**config.mk**
```make
export PLATFORM = sky130hd
export DESIGN_NAME = fsfm_unit
export DESIGN_NICKNAME = d
export VERILOG_FILES = /design/src/rtl/fsfm_pkg.sv /design/src/rtl/fsfm_field_sel.sv /design/src/rtl/fsfm_clear_mask.sv /design/src/rtl/fsfm_summary.sv /design/src/rtl/fsfm_cr_insert.sv /design/src/rtl/fsfm_unit.sv
export SDC_FILE = /design/constraint.sdc
export NUM_CORES = 1
export LEC_CHECK = 0
export ABC_AREA = 0
export BUFFER_PORTS_ARGS = -buffer_cell sky130_fd_sc_hd__buf_2
export CAP_MARGIN = 20
export CORE_UTILIZATION = 45
export DETAILED_ROUTE_END_ITERATION = 16
export PLACE_DENSITY_LB_ADDON = 0.05
export SYNTH_ARGS = -nofsm -noshare
export SYNTH_HDL_FRONTEND = slang
export SYNTH_SLANG_ARGS = --single-unit
```
**constraint.sdc**
```tcl
create_clock -name clk -period 3.1 [get_ports clk]
set_input_delay 0.62 -clock clk [delete_from_list [all_inputs] [get_ports clk]]
set_output_delay 0.62 -clock clk [all_outputs]
set_load 0.05 [all_outputs]
```
**src/rtl/fsfm_pkg.sv**
```systemverilog
// Package: shared geometry, bit positions and clear-set table for the
// floating-point status field move unit. Assumes eight 4-bit fields, field 0
// in the top nibble.
package fsfm_pkg;
    localparam int FLD_W   = 4;
    localparam int FLD_N   = 8;
    localparam int REG_W   = FLD_W * FLD_N;
    localparam int IDX_W   = $clog2(FLD_N);

    // Vector bit positions of the named status bits.
    localparam int B_XSUM  = 31;
    localparam int B_ESUM  = 30;
    localparam int B_ISUM  = 29;
    localparam int B_OVF   = 28;
    localparam int B_UNF   = 27;
    localparam int B_ZDV   = 26;
    localparam int B_INX   = 25;
    localparam int B_ISIG  = 24;
    localparam int B_ICMP  = 19;
    localparam int B_ISW   = 10;
    localparam int B_ICVI  = 8;
    localparam int B_EN_I  = 7;
    localparam int B_EN_O  = 6;
    localparam int B_EN_U  = 5;
    localparam int B_EN_Z  = 4;
    localparam int B_EN_X  = 3;

    // Sticky bits cleared when a given field is the move source (MSB first).
    function automatic logic [FLD_W-1:0] clr_nibble(input int unsigned idx);
        case (idx)
            0:       return 4'b1001;
            1:       return 4'b1111;
            2:       return 4'b1111;
            3:       return 4'b1000;
            5:       return 4'b0111;
            default: return 4'b0000;
        endcase
    endfunction
endpackage

```
**src/rtl/fsfm_field_sel.sv**
```systemverilog
// Field selector: returns the 4-bit field of a register named by an index.
// Assumes field k occupies the k-th nibble counted from the MSB.
module fsfm_field_sel #(
    parameter int NFLD = 8,
    parameter int FW   = 4,
    localparam int RW  = NFLD * FW,
    localparam int IW  = $clog2(NFLD)
) (
    input  logic [RW-1:0] reg_in,
    input  logic [IW-1:0] idx,
    output logic [FW-1:0] fld_out
);
    logic [FW-1:0] nib [NFLD];

    // Split the register into nibbles, field 0 at the top.
    for (genvar k = 0; k < NFLD; k++) begin : g_split
        assign nib[k] = reg_in[RW-1-FW*k -: FW];
    end

    // Pick the requested nibble.
    always_comb fld_out = nib[idx];
endmodule

```
**src/rtl/fsfm_clear_mask.sv**
```systemverilog
// Clear-mask generator: expands the per-field sticky-bit table into a
// full-width mask for the selected source field. Assumes the table in
// fsfm_pkg matches the register geometry.
module fsfm_clear_mask
    import fsfm_pkg::*;
#(
    parameter int NFLD = 8,
    parameter int FW   = 4,
    localparam int RW  = NFLD * FW,
    localparam int IW  = $clog2(NFLD)
) (
    input  logic [IW-1:0] src,
    output logic [RW-1:0] mask
);
    // Place each field's table entry, gated by a match on the index.
    for (genvar k = 0; k < NFLD; k++) begin : g_mask
        localparam logic [FW-1:0] ENTRY = clr_nibble(k);
        assign mask[RW-1-FW*k -: FW] = (src == IW'(k)) ? ENTRY : '0;
    end
endmodule

```
**src/rtl/fsfm_summary.sv**
```systemverilog
// Summary logic: derives the invalid-operation summary and the
// enabled-exception summary from a status register value. Pure combinational.
module fsfm_summary
    import fsfm_pkg::*;
#(
    parameter int RW = 32
) (
    input  logic [RW-1:0] reg_in,
    output logic          inv_sum,
    output logic          en_sum
);
    // OR every individual invalid-operation bit.
    always_comb inv_sum = (|reg_in[B_ISIG:B_ICMP]) | (|reg_in[B_ISW:B_ICVI]);

    // OR each exception condition masked by its enable bit.
    always_comb en_sum = (inv_sum        & reg_in[B_EN_I])
                       | (reg_in[B_OVF]  & reg_in[B_EN_O])
                       | (reg_in[B_UNF]  & reg_in[B_EN_U])
                       | (reg_in[B_ZDV]  & reg_in[B_EN_Z])
                       | (reg_in[B_INX]  & reg_in[B_EN_X]);
endmodule

```
**src/rtl/fsfm_cr_insert.sv**
```systemverilog
// Condition-field inserter: replaces one nibble of the condition register
// and passes the others through untouched.
module fsfm_cr_insert #(
    parameter int NFLD = 8,
    parameter int FW   = 4,
    localparam int RW  = NFLD * FW,
    localparam int IW  = $clog2(NFLD)
) (
    input  logic [RW-1:0] cond_in,
    input  logic [IW-1:0] dst,
    input  logic [FW-1:0] fld,
    output logic [RW-1:0] cond_out
);
    // Per field: take the new nibble when addressed, else keep the old one.
    for (genvar k = 0; k < NFLD; k++) begin : g_ins
        assign cond_out[RW-1-FW*k -: FW] =
            (dst == IW'(k)) ? fld : cond_in[RW-1-FW*k -: FW];
    end
endmodule

```
**src/rtl/fsfm_unit.sv**
```systemverilog
// Top: status register plus condition register with a field move operation.
// A move copies a status field into a condition field, clears that field's
// sticky bits and recomputes both summaries; a direct write overrides the
// status update. Synchronous active-low reset clears both registers.
module fsfm_unit
    import fsfm_pkg::*;
(
    input  logic                   clk,
    input  logic                   rst_n,
    input  logic                   wr_en,
    input  logic [REG_W-1:0]       wr_data,
    input  logic                   mv_en,
    input  logic [IDX_W-1:0]       mv_src,
    input  logic [IDX_W-1:0]       mv_dst,
    output logic [REG_W-1:0]       status_q,
    output logic [REG_W-1:0]       cond_q
);
    logic [FLD_W-1:0] src_fld;
    logic [REG_W-1:0] clr_mask;
    logic [REG_W-1:0] cleared;
    logic [REG_W-1:0] moved;
    logic [REG_W-1:0] cond_next;
    logic             inv_sum;
    logic             en_sum;

    fsfm_field_sel #(.NFLD(FLD_N), .FW(FLD_W)) u_sel (
        .reg_in (status_q),
        .idx    (mv_src),
        .fld_out(src_fld)
    );

    fsfm_clear_mask #(.NFLD(FLD_N), .FW(FLD_W)) u_mask (
        .src (mv_src),
        .mask(clr_mask)
    );

    // Drop the sticky bits of the source field.
    always_comb cleared = status_q & ~clr_mask;

    fsfm_summary #(.RW(REG_W)) u_sum (
        .reg_in (cleared),
        .inv_sum(inv_sum),
        .en_sum (en_sum)
    );

    // Insert the recomputed summaries into the cleared value.
    always_comb begin
        moved         = cleared;
        moved[B_ISUM] = inv_sum;
        moved[B_ESUM] = en_sum;
    end

    fsfm_cr_insert #(.NFLD(FLD_N), .FW(FLD_W)) u_ins (
        .cond_in (cond_q),
        .dst     (mv_dst),
        .fld     (src_fld),
        .cond_out(cond_next)
    );

    // Status register: reset, direct write wins, else move result.
    always_ff @(posedge clk) begin
        if (!rst_n)      status_q <= '0;
        else if (wr_en)  status_q <= wr_data;
        else if (mv_en)  status_q <= moved;
    end

    // Condition register: updated only by a move.
    always_ff @(posedge clk) begin
        if (!rst_n)      cond_q <= '0;
        else if (mv_en)  cond_q <= cond_next;
    end
endmodule

```
---- Yosys cells after proc, flatten, opt, wreduce, memory -nomap -nowiden ----
Index checks and enable logic that the tools add are counted.
storage, ports and cells
  input port bits ......................... 42
  bits in registers ....................... 64
cells by class
  bitwise gates (word level) .............. 13
  multiplexer cells ....................... 10
  $lt $le $gt $ge ......................... 1
  reductions and logical operators ........ 13
  equal/unequal tests ..................... 11
operators by type and width
  operator              number
  $mux W32              2
  $and A32 B32 Y32      1
  $not A32 Y32          1
  $mux W4               6
  $reduce_and A2 Y1     8
  $eq A3 B3 Y1 const B  5
  $bmux W4 S3           1
  $eq A3 B2 Y1 const B  4
  $eq A3 B1 Y1 const B  2
  $logic_not A3 Y1      2
  $reduce_or A6 Y1      1
  $and A1 B1 Y1         5
  $or A1 B1 Y1          5
  $ge A4 B4 Y1 const B  1
  $not A3 Y4            1
  $mux W3               1
  $reduce_or A3 Y1      1
  $reduce_bool A2 Y1    1

---- Logic depth before layout (Yosys ltp) ----
  depth in word-level cells ............... 13
  mapped depth ............................ 6
  mapped depth without buffers ............ 4

---- Cells and area by module ----
Synthesis repeated with hierarchy kept, for this count alone.
unflattened totals
  cell total of the unflattened synthesis .. 402
  area total of the unflattened synthesis .. 3813.7 µm²
by module, submodules not included
  module           cells an instance  instances  area each (µm²)
  fsfm_unit        307                1          2820.2
  fsfm_cr_insert   40                 1          430.4
  fsfm_field_sel   14                 1          270.3
  fsfm_clear_mask  33                 1          246.5
  fsfm_summary     8                  1          46.3

---- Least setup slack after synthesis ----
No wires, ideal clock.
  path kind ............................... in2reg
  start ................................... input port mv_src[0]
  end ..................................... register cond_q[3]
  library setup time ...................... 0.116 ns
  arrival time ............................ 1.679 ns
  stages .................................. 5
  path buffers ............................ 1
  path slack .............................. 1.304 ns
  data required time ...................... 2.984 ns
  cells stage by stage .................... buf_6 mux4_2 mux2_4 nor2_1 nor2_1
on the way
  longest elaborated chain between the ends .. 4
RTL lines
  item                                         line                  text
  start: declaration                           fsfm_unit.sv:13       input logic [IDX_W-1:0] mv_src,
  $not A3 Y4 (not written as such)             fsfm_field_sel.sv:21  always_comb fld_out = nib[idx];
  $bmux W4 S3                                  fsfm_field_sel.sv:21
  $mux W4 (not written as such) (2 in series)  fsfm_field_sel.sv:21
  end signal: assignment                       fsfm_unit.sv:70       else if (mv_en) cond_q <= cond_next;
  end: declaration                             fsfm_unit.sv:16       output logic [REG_W-1:0] cond_q
Every way passes these cells. The select of a mux whose other input is x is not followed.
A chain may end at the register's enable or synchronous reset.

---- Final worst setup path ----
  start ................................... input port mv_src[0]
  end ..................................... register cond_q[9]
The elaborated chain is that of the path after synthesis.

==> out/results.txt <==
Status = completed
Worst-Skew Late Latency = 0.34 ns
Layout area overhead = 24.7%
Finish-stage setup viols = 0
Reg clk slew, reported paths = 0.07 ns
Die H = 81.3 um
1st-iter DRT viols = 103
Top-count cell post-synth = nor2_1
HP Class = reg -> reg
Row cnt = 28
Nets = 457
GRT Total Usage = 23.4%
Routed via count = 2,598
Via/cell ratio = 5.27
Power per cell area = 544 mW/mm^2
DP HPWL = 5260 um
Setup CP Type = in -> reg
Clock Skew = 0.00783 ns
Post-cts resize count = 0
Post-Synthesis Cell Area = 0.00283 sq mm
Avg WL per Cell = 14.5 um
Synth Register Bits = 64
CTS Root Cell = clkbuf_8
Area of the core = 0.00599 sq mm
Largest net degree at the start of global routing = 64
Unique masters post-synth = 35
Most common cell on crit path = nor2_1
Ys async rst share = 0%
VDD IR-drop max = 0.000292 V
Post-synth EDFFs = 0
Remaining global-route overflow = 0
Tcrit/Tclk final = 58.6%
Clock Path Buffers = 2
Synth top cells by count = 80 x nor2_1, 64 x dfxtp_1, 33 x o21ai_0
CP Data Required Time = 3.33 ns
Max-slew headroom = 40.9%
Clock sink count = 64
CTS tree = built
IO Port Bufs = 105
Synth top area cells = dfxtp_1 45%, nor2_1 11%, nor2b_1 6.8%
Residual DRC count = 0
Finished Layout Cells = 493
Max cap viols = 0
Hold Path Depth = 2
Crit path cell chain = buf_2 > mux4_2 > mux2_4 > nor2_1 > nor2_1
Tmin final = 1.82 ns
Placer Congestion = 0.864
1st-pass router iterations = 4
Fillers = 576
Die Width = 81.3 um
Full die area = 0.00661 sq mm
Cts hold-fix bufs = 0
Worst Path Arrival = 2.05 ns
Post-Layout Inst Area = 0.00353 sq mm
Diodes inserted = 0
CP Launch Type = primary input
Area share of the largest cell type after synthesis = 45.2%
Average size of a mapped cell = 8.96 sq um
Vias in the first global route = 2,330
Mapped Nets = 358
Initial antenna violation count = 0
H-tree depth = 3
Post-synthesis sequential area ratio = 45.2%
Setup TNS = 0 ns
Slew @ Worst Pin = 0.887 ns
Cell count after placement = 479
Hold Fails Final Rpt = 0
Cell Area, Placed = 0.00336 sq mm
CP delay by family, top = multiplexers
Crit path largest cell delay = 0.56 ns
Final ANT Viol Nets = 0
Post-CTS setup buffer count = 0
Most used DFF post-synth = dfxtp_1
Lkg Pwr = 1.73 nW
TritonCTS Buffers = 9
Critical path buffer and inverter count = 1
Layout cells sized above 1 = 31.6%
Slew Viols, Final = 0
Starting Density = 47.3%
YS warnings = 0
First-pass GRT wire length = 11,400 um
Unrepaired setup endpoints after global routing = no
WL final = 7170 um
Mapped Cells = 316
Io pins = 106
Synth area leader = dfxtp_1
Worst Setup End Kind = register
FMAX = 551 MHz
CP max FO = 17
Slowest cell on the critical path = mux4_2
CP Depth = 5
R2R depth = 4
worst reg2reg max path, cell delays in order, from the launching register on:
cell	delay, ns
dfxtp_1	0.35
mux4_2	0.49
mux2_4	0.34
nor2_1	0.16
nor2_1	0.06
flip-flops by register name (all words and copies together) (netlist names):
register / count
cond_q: 32
status_q: 32
cell type report:
cell class	instances	area (sq um)	area share (%)
Clock buffer	10	128	3.61
Multi-Input combinational cell	231	1440	40.7
Sequential cell	64	1280	36.3
Tap cell	75	93.8	2.66
Clock inverter	4	47.5	1.35
Inverter	3	11.3	0.319
Timing Repair Buffer	106	533	15.1
per-layer routing:
metal	global-route usage [%]	vias to the layer above	wire length, um
met5	0	-	0
met2	39.1	94	3520
met3	6.74	14	436
li1	-	1289	-
met1	27.9	1201	3040
met4	9.82	0	168
logic make-up after synthesis:
group                  Yosys count  share of synthesized area, %
AND/OR/NAND/NOR                143                          23.5
flip-flops                      64                          45.2
multiplexers                    30                          14.8
buffers and inverters           21                          3.98
AO/OA/AOI/OAI                   58                          12.4
where the power goes:
part           switching, W  internal, W  total [W]  leakage [nW]
Sequential        0.0000333     0.000862   0.000895         0.524
Combinational      0.000252     0.000117   0.000368          1.12
Clock              0.000298     0.000359   0.000657        0.0880
Total              0.000583      0.00134    0.00192          1.73
per-stage QoR:
step	util, %	power [W]	setup WS, ns	hold slack, ns
floorplan	-	0.00118	1.30	0.719
detailed placement	56.0	0.00128	0.947	0.491
global placement	56.0	0.00128	0.958	0.490
finish	59.0	0.00192	1.28	0.510
CTS	59.0	0.00194	1.31	0.511
global route	59.0	0.00202	1.23	0.518
placed cells by master, fill, tap and decap left out, types with 2 or more instances in the layout:
cell	count
o31ai_1	2
mux2_4	4
nand2_1	12
nand3_1	5
a21oi_1	2
dfxtp_1	64
clkbuf_8	9
a211oi_1	2
nor2_1	80
nor2b_1	31
buf_2	105
mux4_2	8
a22oi_1	11
o21ai_0	33
clkinv_2	2
nor3b_1	2
nand2b_1	4
nor3_1	4
inv_1	3
mux2i_1	18
final timing paths:
| kind | start | endpoint | slack, ns |
|---|---|---|---|
| hold / removal | cond_q[21] | cond_q[21] | 0.51 |
| hold reg to reg | cond_q[21] | cond_q[21] | 0.51 |
| setup reg to reg | status_q[17] | cond_q[9] | 1.59 |
| setup / recovery | mv_src[0] | cond_q[9] | 1.28 |
Power figures use the tool's default switching activity.
